$ cat src/rtl/mbuf_irq_pkg.sv
package mbuf_irq_pkg;
  // Word 0 holds buffers 0..WORD_W-1; higher words step downward by 4 bytes.
  localparam int ENA_BASE  = 'h28;
  localparam int PEND_BASE = 'h30;

  function automatic int ena_ofs(input int w);
    return ENA_BASE - 4 * w;
  endfunction

  function automatic int pend_ofs(input int w);
    return PEND_BASE - 4 * w;
  endfunction
endpackage

$ cat src/rtl/mbuf_irq_ena_word.sv
module mbuf_irq_ena_word #(
  parameter int WORD_W = 32
) (
  input  logic              clk,
  input  logic              rst,
  input  logic              wr_en,
  input  logic [WORD_W-1:0] wdata,
  output logic [WORD_W-1:0] ena_q
);
  always_ff @(posedge clk) begin
    if (rst)        ena_q <= '0;
    else if (wr_en) ena_q <= wdata;
  end
endmodule

$ cat src/rtl/mbuf_irq_pend_word.sv
module mbuf_irq_pend_word #(
  parameter int WORD_W = 32
) (
  input  logic              clk,
  input  logic              rst,
  input  logic              clr_en,
  input  logic [WORD_W-1:0] clr_bits,
  input  logic [WORD_W-1:0] set_bits,
  output logic [WORD_W-1:0] pend_q
);
  logic [WORD_W-1:0] clr_eff;

  always_comb clr_eff = clr_en ? clr_bits : '0;

  // Hardware set is ORed in after the clear, so a colliding event survives.
  always_ff @(posedge clk) begin
    if (rst) pend_q <= '0;
    else     pend_q <= (pend_q & ~clr_eff) | set_bits;
  end
endmodule

$ cat src/rtl/mbuf_irq_reduce.sv
module mbuf_irq_reduce #(
  parameter int NBUF = 64
) (
  input  logic            clk,
  input  logic            rst,
  input  logic [NBUF-1:0] pend,
  input  logic [NBUF-1:0] ena,
  output logic            irq_q
);
  always_ff @(posedge clk) begin
    if (rst) irq_q <= 1'b0;
    else     irq_q <= |(pend & ena);
  end
endmodule

$ cat src/rtl/mbuf_irq_ctrl.sv
module mbuf_irq_ctrl #(
  parameter int WORD_W    = 32,
  parameter int NUM_WORDS = 2,
  parameter int ADDR_W    = 8
) (
  input  logic                        clk,
  input  logic                        rst,
  input  logic                        reg_wr,
  input  logic                        reg_rd,
  input  logic [ADDR_W-1:0]           reg_addr,
  input  logic [WORD_W-1:0]           reg_wdata,
  output logic [WORD_W-1:0]           reg_rdata,
  input  logic [WORD_W*NUM_WORDS-1:0] evt_done,
  input  logic [WORD_W*NUM_WORDS-1:0] buf_is_tx,
  input  logic                        abort_en,
  output logic                        irq_o,
  output logic [WORD_W*NUM_WORDS-1:0] wr_block
);
  import mbuf_irq_pkg::*;

  localparam int NBUF = WORD_W * NUM_WORDS;

  logic [NBUF-1:0]   pend_vec;
  logic [NBUF-1:0]   ena_vec;
  logic [WORD_W-1:0] rd_next;

  for (genvar w = 0; w < NUM_WORDS; w++) begin : g_word
    logic ena_hit;
    logic pend_hit;

    always_comb begin
      ena_hit  = reg_wr && (reg_addr == ADDR_W'(ena_ofs(w)));
      pend_hit = reg_wr && (reg_addr == ADDR_W'(pend_ofs(w)));
    end

    mbuf_irq_ena_word #(.WORD_W(WORD_W)) u_ena (
      .clk   (clk),
      .rst   (rst),
      .wr_en (ena_hit),
      .wdata (reg_wdata),
      .ena_q (ena_vec[w*WORD_W +: WORD_W])
    );

    mbuf_irq_pend_word #(.WORD_W(WORD_W)) u_pend (
      .clk      (clk),
      .rst      (rst),
      .clr_en   (pend_hit),
      .clr_bits (reg_wdata),
      .set_bits (evt_done[w*WORD_W +: WORD_W]),
      .pend_q   (pend_vec[w*WORD_W +: WORD_W])
    );
  end

  mbuf_irq_reduce #(.NBUF(NBUF)) u_reduce (
    .clk   (clk),
    .rst   (rst),
    .pend  (pend_vec),
    .ena   (ena_vec),
    .irq_q (irq_o)
  );

  always_comb begin
    rd_next = '0;
    for (int w = 0; w < NUM_WORDS; w++) begin
      if (reg_addr == ADDR_W'(ena_ofs(w)))  rd_next = ena_vec[w*WORD_W +: WORD_W];
      if (reg_addr == ADDR_W'(pend_ofs(w))) rd_next = pend_vec[w*WORD_W +: WORD_W];
    end
  end

  always_ff @(posedge clk) begin
    if (rst)         reg_rdata <= '0;
    else if (reg_rd) reg_rdata <= rd_next;
  end

  // Combinational so the buffer RAM can refuse a write in the same cycle.
  always_comb wr_block = {NBUF{abort_en}} & buf_is_tx & pend_vec;
endmodule

$ cat config.mk
export PLATFORM = sky130hd
export DESIGN_NAME = mbuf_irq_ctrl
export DESIGN_NICKNAME = d
export VERILOG_FILES = /design/src/rtl/mbuf_irq_pkg.sv /design/src/rtl/mbuf_irq_ena_word.sv /design/src/rtl/mbuf_irq_pend_word.sv /design/src/rtl/mbuf_irq_reduce.sv /design/src/rtl/mbuf_irq_ctrl.sv
export SDC_FILE = /design/constraint.sdc
export NUM_CORES = 1
export LEC_CHECK = 0
export ABC_AREA = 1
export CAP_MARGIN = 10
export CORE_ASPECT_RATIO = 0.8
export CORE_MARGIN = 3
export CORE_UTILIZATION = 40
export DETAILED_ROUTE_END_ITERATION = 7
export DONT_BUFFER_PORTS = 1
export PLACE_DENSITY = 0.53
export SYNTH_ARGS = -nofsm -noshare
export SYNTH_HDL_FRONTEND = slang
export SYNTH_HIERARCHICAL = 1
export SYNTH_SLANG_ARGS = --single-unit
$ cat constraint.sdc
create_clock -name clk -period 3.44 [get_ports clk]
set_input_delay 1.032 -clock clk [delete_from_list [all_inputs] [get_ports clk]]
set_output_delay 1.032 -clock clk [all_outputs]
set_load 0.02 [all_outputs]
==> flow_summary.ini, run 1 <==
[outcome]
status = completed

[placed_design]
place_ws_ns = 0.267
place.port_buffers = 0
place_area_um2 = 8530
place.detailed.hpwl_um = 20400
gp_congestion = 0.852
dpl.cell_count = 1605

[floorplanning]
dieHeight_um = 136
rows = 46
die_x_um = 168
io_pins = 270
coreArea_um2 = 20300
die_area_um2 = 22900
start_util_pct = 41.7

[job]
maxCapViolations = 0

[timing]
finalSetupViolations = 0
slew_viol_final = 0
setup_ws_ns = 0.338
clock_skew_ns = 0.00995
max_slew_margin_pct = 32.7
worst_slew_pin_slew_ns = 1.01
period_share_pct = 90.2
max_freq_mhz = 322
period_needed_ns = 3.10
fin_setup_tns_ns = 0
hold_viol_final = 0
rsz0062_at_grt = false

[logic_synthesis]
synth_fp_nets = 1558
synthCells = 1385
synth_top_area_cell = dfxtp_1
synthArstFlopShare_pct = 0
synth-edff-count = 0
synth_area_per_cell_um2 = 6.10
synth_flop_cell = dfxtp_1
synthTopCellsByArea = dfxtp_1 (38%), nand2_1 (24%), nor2_1 (10%)
yosys_warnings = 6
seq_area_frac_synth_pct = 38.1
synth-seq-cells = 161
synth_top_area_share_pct = 38.1
yosysUniqueCellTypes = 24
syn_area_um2 = 8450

[critical_path]
critPathMaxStageDelay_ns = 0.69
end_kind = primary output
crit_slowest_cell = inv_2
start_kind = primary input
cpLargestDelayFamily = buffers and inverters
crit_required_ns = 2.41
arrival_ns = 2.07
path_max_fanout = 62
path_class = primary input to primary output
cp.buffers_inverters = 1
worstPathCellList = inv_2, nor2_1

[drt]
drt_iter0_drc = 677
routed_wl_um = 29200
wire_per_inst_um = 17.8
viasPerCell = 5.02
first_pass_iters = 6
vias = 8213
drc = 0
ant_nets = 0

[clocking]
numCtsBuffers = 17
cts_num_sinks = 161
clock_latency_ns = 0.43
clk_pin_slew_ns = 0.07
clk_path_buf_depth = 2
root_buffer = clkbuf_16
post-cts-setup-buffers = 0
tritoncts = built
hold_buffers = 0
htree_levels = 4
postCtsResizedCells = 0

[layout]
area_delta_synth_final_pct = 8.91
drive_gt1_share_pct = 5.83
num_antenna_cells = 0
fin_cells = 1637
final_area_um2 = 9200
fin_nets = 1533
post-route-util_pct = 45.4
fillers = 2228

[pwr]
switching_power_mw = 1.10
p_clk_share_pct = 49.2
switching_share_pct = 24.7
ir_worst_vdd_mv = 0.278
p_int_mw = 3.35
powerDensity_nw_per_um2 = 484
power_frac_comb_pct = 6.0
leakagePower_nw = 4.34
seq_power_share_pct = 44.9

[grt]
grt_max_degree = 100
grt_first_pass_wirelength_um = 44400
grt_pass1_vias = 7447
global_route.overflow_total = 0
grt_use_total_pct = 25.3
antenna_found_initial = 0

[min_path]
holdCritPathClass = register to register
[final cells by class]
type | count | area [µm²] | share of cell area [%]
multi-input cells | 1001 | 4220 | 45.8
flip-flops and latches | 161 | 3220 | 35.0
inverters | 159 | 597 | 6.49
clock buffers | 19 | 453 | 4.92
well taps | 264 | 330 | 3.59
clock inverters | 13 | 220 | 2.39
repair buffers | 20 | 163 | 1.77
[cell usage after synthesis, types with 2 or more instances]
cell type,count
a21oi_1,84
a21oi_2,12
and3_1,2
buf_2,18
buf_4,5
buf_6,21
clkbuf_1,19
dfxtp_1,161
inv_1,155
inv_2,4
nand2_1,545
nand3_1,74
nand3b_1,12
nand4_1,17
nor2_1,224
nor2_2,2
nor2_4,2
nor3_1,2
o21ai_0,21
[power by group through the flow]
stage | clock network [mW] | registers, mW | logic [mW]
2_1_floorplan | 0 | 2.00 | 0.242
3_3_place_gp | 0 | 2.04 | 0.263
3_5_place_dp | 0 | 2.04 | 0.267
4_1_cts | 2.23 | 2.00 | 0.267
5_1_grt | 2.31 | 2.01 | 0.305
6_report | 2.19 | 2.00 | 0.266
[tightest hold or removal path, delay by kind of cell, from the launching register on]
kind / cells / cell delay, ns
flops: 1 / 0.32
simple gates: 2 / 0.13
[path summary, 6_finish.rpt]
| path | start | end | slack, ns | cells after the start |
|---|---|---|---|---|
| worst max-delay path | abort_en | wr_block[35] | 0.34 | 2 |
| worst max register to register | g_word[0].u_pend/pend_q[18]$_SDFF_PP0_ | u_reduce/irq_q$_SDFF_PP0_ | 2.20 | 8 |
| worst min register to register | g_word[1].u_ena/ena_q[14]$_SDFFE_PP0P_ | g_word[1].u_ena/ena_q[14]$_SDFFE_PP0P_ | 0.48 | 2 |
| worst min-delay path | g_word[1].u_ena/ena_q[14]$_SDFFE_PP0P_ | g_word[1].u_ena/ena_q[14]$_SDFFE_PP0P_ | 0.48 | 2 |
[sequential cells by signal, indices dropped and copies added, names as in the netlist]
name / count
reg_rdata: 32
u_reduce/irq_q: 1
g_word.u_ena/ena_q: 64
g_word.u_pend/pend_q: 64
[cell usage in the layout, fill, tap and decap left out]
master      Yosys  layout
clkbuf_8        0       2
inv_6           0       3
clkbuf_16       0      17
bufinv_16       0       5
nor4_2          0       1
nand4_1        17      17
nor2_8          1       1
nor2_2          2       3
nand3_1        74      74
clkinv_2        0       1
inv_1         155     155
nor3_2          0       2
inv_2           4       4
nor2_1        224     222
clkinvlp_4      0       1
a21oi_1        84      84
inv_8           0       2
nand2_2         1       1
a21oi_2        12      12
nand3b_1       12      12
nor2_4          2       3
buf_12          0       1
buf_4           5      19
clkinv_4        0       1
dfxtp_1       161     161
and3_1          2       2
nor3_4          1       1
o21ai_0        21      21
nand2_1       545     545
[through the flow]
step	hold slack (ns)	power [mW]
floorplan	0.454	2.25
global placement	0.474	2.30
detailed placement	0.475	2.31
CTS	0.485	4.50
global route	0.514	4.62
finish	0.481	4.45
[per-layer routing]
| metal | routed length, µm | share of wire [%] | vias up | global-route usage [%] |
|---|---|---|---|---|
| met5 | 0 | 0 | - | 0 |
| met2 | 11900 | 41 | 353 | 36.3 |
| li1 | - | - | 4158 | - |
| met4 | 251 | 0.86 | 0 | 5.36 |
| met1 | 14300 | 49 | 3683 | 37.8 |
| met3 | 2710 | 9.3 | 19 | 6.72 |
[kinds of logic after synthesis]
family                 count (synthesis)  synth area share (%)
buffers and inverters                223                  12.3
DFF                                  161                  38.1
and+or+nand+nor                      884                  42.1
AOI/OAI and AO/OA                    117                  7.46
No activity file was read; power rests on OpenSTA's default activity.
==> run 2: changes to the inputs <==
clock period = 3.3 ns   (was 3.44 ns; I/O delays follow)
==> run 2 against run 1 <==
Routed wire length is 0.76% lower. Critical path depth unchanged. Die area is the same. Clock skew decreased by 0.0030 ns. Clock power down 4%. Hold slack improved by 0.0034 ns. Via count is 1.3% lower. Worst setup slack worse by 0.072 ns. Sequential cell count unchanged. Final area shrank 0.56%. First-iteration DRC count is 8.6% lower. Clock-buffer cell count unchanged. Largest power group unchanged.
==> flow_summary.ini, run 2 (synthesis gave the netlist of run 1 again) <==
[clocking]
clock_latency_ns = 0.43
post-cts-setup-buffers = 0
clk_path_buf_depth = 2
tritoncts = built
numCtsBuffers = 17
hold_buffers = 0
root_buffer = clkbuf_16
clk_pin_slew_ns = 0.06
htree_levels = 4
postCtsResizedCells = 0
cts_num_sinks = 161

[critical_path]
path_max_fanout = 62
path_class = primary input to primary output
worstPathCellList = inv_2, nor2_1
start_kind = primary input
crit_required_ns = 2.31
critPathMaxStageDelay_ns = 0.71
crit_slowest_cell = inv_2
cpLargestDelayFamily = buffers and inverters
arrival_ns = 2.04
cp.buffers_inverters = 1
end_kind = primary output

[grt]
grt_use_total_pct = 25.0
grt_first_pass_wirelength_um = 43500
grt_pass1_vias = 7162
antenna_found_initial = 0
global_route.overflow_total = 0
grt_max_degree = 100

[layout]
area_delta_synth_final_pct = 8.31
reg.largest.list = g_word.u_ena/ena_q (64), g_word.u_pend/pend_q (64), reg_rdata (32)
fin_nets = 1533
most-common-layout-cells = nand2_1 (545), nor2_1 (222), dfxtp_1 (161)
drive_gt1_share_pct = 5.68
mostFrequentLayoutCell = nand2_1
num_antenna_cells = 0

[drt]
wire_per_inst_um = 17.7
routed_wl_um = 29000
first_pass_iters = 5
vias = 8110
drc = 0
drt_iter0_drc = 619
viasPerCell = 4.95
ant_nets = 0

[floorplanning]
start_util_pct = 41.7
coreArea_um2 = 20300
dieHeight_um = 136
io_pins = 270
die_area_um2 = 22900
rows = 46
die_x_um = 168

[timing]
clock_skew_ns = 0.00696
worst_slew_pin_slew_ns = 1.03
period_needed_ns = 3.03
period_share_pct = 91.9
max_freq_mhz = 330
hold_viol_final = 0
slew_viol_final = 0
finalSetupViolations = 0
fin_setup_tns_ns = 0
rsz0062_at_grt = false
max_slew_margin_pct = 31.4

[placed_design]
place.detailed.hpwl_um = 20300
gp_congestion = 0.861
place.port_buffers = 0

[min_path]
holdCritPathClass = register to register

[pwr]
powerDensity_nw_per_um2 = 487
leakagePower_nw = 4.30
ir_worst_vdd_mv = 0.258
total_power_mw = 4.46

[outcome]
status = completed

[job]
maxCapViolations = 0
-- run 2: cell count changes in the layout (fill, tap and decap cells not counted), moves of 2 or more --
cell	previous run	this run
bufinv_16	5	3
clkbuf_1	0	2
clkbuf_8	2	0
clkinvlp_4	1	3
-- run 2: path summary, 6_finish.rpt --
check | start | to | slack [ns] | cells past startpoint
worst min-delay path | g_word[1].u_ena/ena_q[27]$_SDFFE_PP0P_ | g_word[1].u_ena/ena_q[27]$_SDFFE_PP0P_ | 0.48 | 2
worst max register to register | g_word[0].u_pend/pend_q[18]$_SDFF_PP0_ | u_reduce/irq_q$_SDFF_PP0_ | 2.07 | 8
worst max-delay path | abort_en | wr_block[35] | 0.27 | 2
worst min register to register | g_word[1].u_ena/ena_q[27]$_SDFFE_PP0P_ | g_word[1].u_ena/ena_q[27]$_SDFFE_PP0P_ | 0.48 | 2
-- run 2: power breakdown --
| part | switching (mW) | internal (mW) |
|---|---|---|
| registers | 0.0792 | 2.00 |
| clock network | 0.892 | 1.21 |
| logic | 0.187 | 0.0895 |
-- run 2: routing by layer --
| layer | track usage (%) | vias to the layer above | part of all wire [%] |
|---|---|---|---|
| li1 | - | 4170 | - |
| met1 | 36.8 | 3638 | 49 |
| met2 | 36.0 | 288 | 41 |
| met3 | 7.79 | 14 | 9.5 |
| met4 | 4.95 | 0 | 0.68 |
| met5 | 0 | - | 0 |
-- run 2: through the flow --
| step | instances | setup slack [ns] | hold WS, ns | instance area, µm² | utilization, % |
|---|---|---|---|---|---|
| floorplan | 1385 | 0.695 | 0.454 | 8450 | - |
| global placement | 1605 | 0.248 | 0.474 | 8540 | 42.2 |
| detailed placement | 1605 | 0.209 | 0.475 | 8540 | 42.2 |
| CTS | 1637 | 0.214 | 0.483 | 9150 | 45.2 |
| global route | 1637 | 0.0959 | 0.510 | 9150 | 45.2 |
| finish | 1637 | 0.266 | 0.485 | 9150 | 45.2 |
-- run 2: final cells by class --
type,count,area [µm²]
Clock buffer,19,433
Clock inverter,13,176
Fill cell,2194,11100
Inverter,159,597
Multi-Input combinational cell,1001,4220
Sequential cell,161,3220
Tap cell,264,330
Timing Repair Buffer,20,175
==> run 3: changes to the inputs <==
CORE_UTILIZATION = 50   (was 40)
PLACE_DENSITY = 0.64   (was 0.53)
==> run 3 against run 2 <==
Critical path depth unchanged. Global-route usage is 3.8 points higher. Sequential cell count stayed put. Register-to-register slack worse by 0.03 ns. Routed wire length shrank 5.8%. Non-clock buffer count is the same. Utilization is 11 points higher. Die area decreased by 19%. Worst setup slack better by 0.038 ns. Largest cell class unchanged.
==> flow_summary.ini, run 3 (synthesis gave the netlist of run 1 again) <==
[grt]
grt_pass1_vias = 7014
global_route.overflow_total = 0
antenna_found_initial = 0
top_usage_layer = met1
grt_max_degree = 100
met1_usage_pct = 42.4
grt_use_total_pct = 28.8
use_met3_pct = 9.41
met2_usage_pct = 41.0
grt_first_pass_wirelength_um = 40200

[drt]
viasPerCell = 5.17
drc = 0
routed_wl_um = 27300
vias = 8201
drt_iter0_drc = 640
wire_per_inst_um = 17.2
ant_nets = 0
first_pass_iters = 5

[critical_path]
rr_endpoint = u_reduce/irq_q$_SDFF_PP0_
worstPathCellList = inv_2, nor2_1
cpLargestDelayFamily = buffers and inverters
path_depth = 2
end_kind = primary output
r2r_cells = 8
timing.rr.start = g_word[0].u_pend/pend_q[18]$_SDFF_PP0_
start_kind = primary input
arrival_ns = 2.01
crit_slowest_cell = inv_2
crit_end = wr_block[7]
crit_required_ns = 2.31
cp.buffers_inverters = 1
path_max_fanout = 62
startpoint = abort_en
critPathMaxStageDelay_ns = 0.68
path_class = primary input to primary output
reg2reg_slack_ns = 2.04

[placed_design]
gp_congestion = 0.847
dpl.cell_count = 1556
place.port_buffers = 0
place.detailed.hpwl_um = 19100

[timing]
rsz0062_at_grt = false
period_needed_ns = 3.00
fin_setup_tns_ns = 0
finalSetupViolations = 0
hold_slack_ns = 0.482
worst_slew_pin_slew_ns = 0.989
period_share_pct = 90.8
slew_viol_final = 0
hold_viol_final = 0
max_slew_margin_pct = 33.9
clock_skew_ns = 0.00806
max_freq_mhz = 334

[clocking]
htree_levels = 4
post-cts-setup-buffers = 0
hold_buffers = 0
clock_latency_ns = 0.43
numCtsBuffers = 17
root_buffer = clkbuf_16
clk_path_buf_depth = 2
clk_pin_slew_ns = 0.06
cts_num_sinks = 161
postCtsResizedCells = 0
tritoncts = built

[layout]
mostFrequentLayoutCell = nand2_1
fin_nets = 1533
drive_gt1_share_pct = 5.54
post-route-util_pct = 55.9
area_delta_synth_final_pct = 6.99
most-common-layout-cells = nand2_1 (545), nor2_1 (222), dfxtp_1 (161)
num_antenna_cells = 0
fin_cells = 1587
reg.largest.list = g_word.u_ena/ena_q (64), g_word.u_pend/pend_q (64), reg_rdata (32)

[floorplanning]
die_x_um = 151
coreArea_um2 = 16200
dieHeight_um = 122
die_area_um2 = 18500
io_pins = 270
rows = 41
start_util_pct = 52.3

[pwr]
power_frac_comb_pct = 6.4
leakagePower_nw = 4.28
seq_power_share_pct = 48.3
switching_share_pct = 24.7
total_power_mw = 4.31
p_clk_share_pct = 45.3
ir_worst_vdd_mv = 0.314
p_int_mw = 3.24
powerDensity_nw_per_um2 = 477
switching_power_mw = 1.07

[outcome]
status = completed

[job]
maxCapViolations = 0

[min_path]
holdCritPathClass = register to register
[run 3: cell count changes in the layout (fill, tap and decap cells not counted)]
cell        delta
clkinv_2       +3
bufinv_16      -1
clkbuf_1       +1
clkbuf_8       +2
clkinvlp_4     -1
buf_4          +1
buf_12         -1
inv_6          -3
inv_8          -1
clkinv_4       -1
[run 3: layout make-up]
cell class / count / area [µm²]
Fill cell: 1665 / 7120
Multi-Input combinational cell: 1001 / 4220
Sequential cell: 161 / 3220
Inverter: 159 / 597
Clock buffer: 22 / 464
Tap cell: 215 / 269
Timing Repair Buffer: 20 / 163
Clock inverter: 9 / 108
[run 3: worst min path at each step]
stage                                                 startpoint                                endpoint  slack, ns  cells after the start
after floorplan           g_word[1].u_pend/pend_q[27]$_SDFF_PP0_  g_word[1].u_pend/pend_q[27]$_SDFF_PP0_       0.45                      2
after global placement    g_word[1].u_ena/ena_q[12]$_SDFFE_PP0P_  g_word[1].u_ena/ena_q[12]$_SDFFE_PP0P_       0.47                      2
after detailed placement  g_word[1].u_ena/ena_q[27]$_SDFFE_PP0P_  g_word[1].u_ena/ena_q[27]$_SDFFE_PP0P_       0.47                      2
after CTS                 g_word[1].u_ena/ena_q[27]$_SDFFE_PP0P_  g_word[1].u_ena/ena_q[27]$_SDFFE_PP0P_       0.48                      2
after global routing      g_word[1].u_ena/ena_q[13]$_SDFFE_PP0P_  g_word[1].u_ena/ena_q[13]$_SDFFE_PP0P_       0.50                      2
final                     g_word[1].u_ena/ena_q[27]$_SDFFE_PP0P_  g_word[1].u_ena/ena_q[27]$_SDFFE_PP0P_       0.48                      2
[run 3: power by group through the flow]
| stage | Sequential, mW | Clock (mW) | Combinational (mW) |
|---|---|---|---|
| after floorplan | 2.09 | 0 | 0.253 |
| after global placement | 2.12 | 0 | 0.271 |
| after detailed placement | 2.12 | 0 | 0.275 |
| after CTS | 2.08 | 1.98 | 0.276 |
| after global routing | 2.09 | 2.06 | 0.313 |
| final | 2.08 | 1.95 | 0.275 |
[run 3: metal layers]
layer	wire length (µm)	up-vias
met3	3080	19
met5	0	-
met1	12800	3666
li1	-	4165
met4	247	0
met2	11200	351
[run 3: per-stage QoR]
| stage | cell area (µm²) | setup slack [ns] |
|---|---|---|
| 5_1_grt | 9040 | 0.0967 |
| 2_1_floorplan | 8450 | 0.695 |
| 3_3_place_gp | 8470 | 0.289 |
| 3_5_place_dp | 8470 | 0.257 |
| 6_report | 9040 | 0.304 |
| 4_1_cts | 9040 | 0.259 |
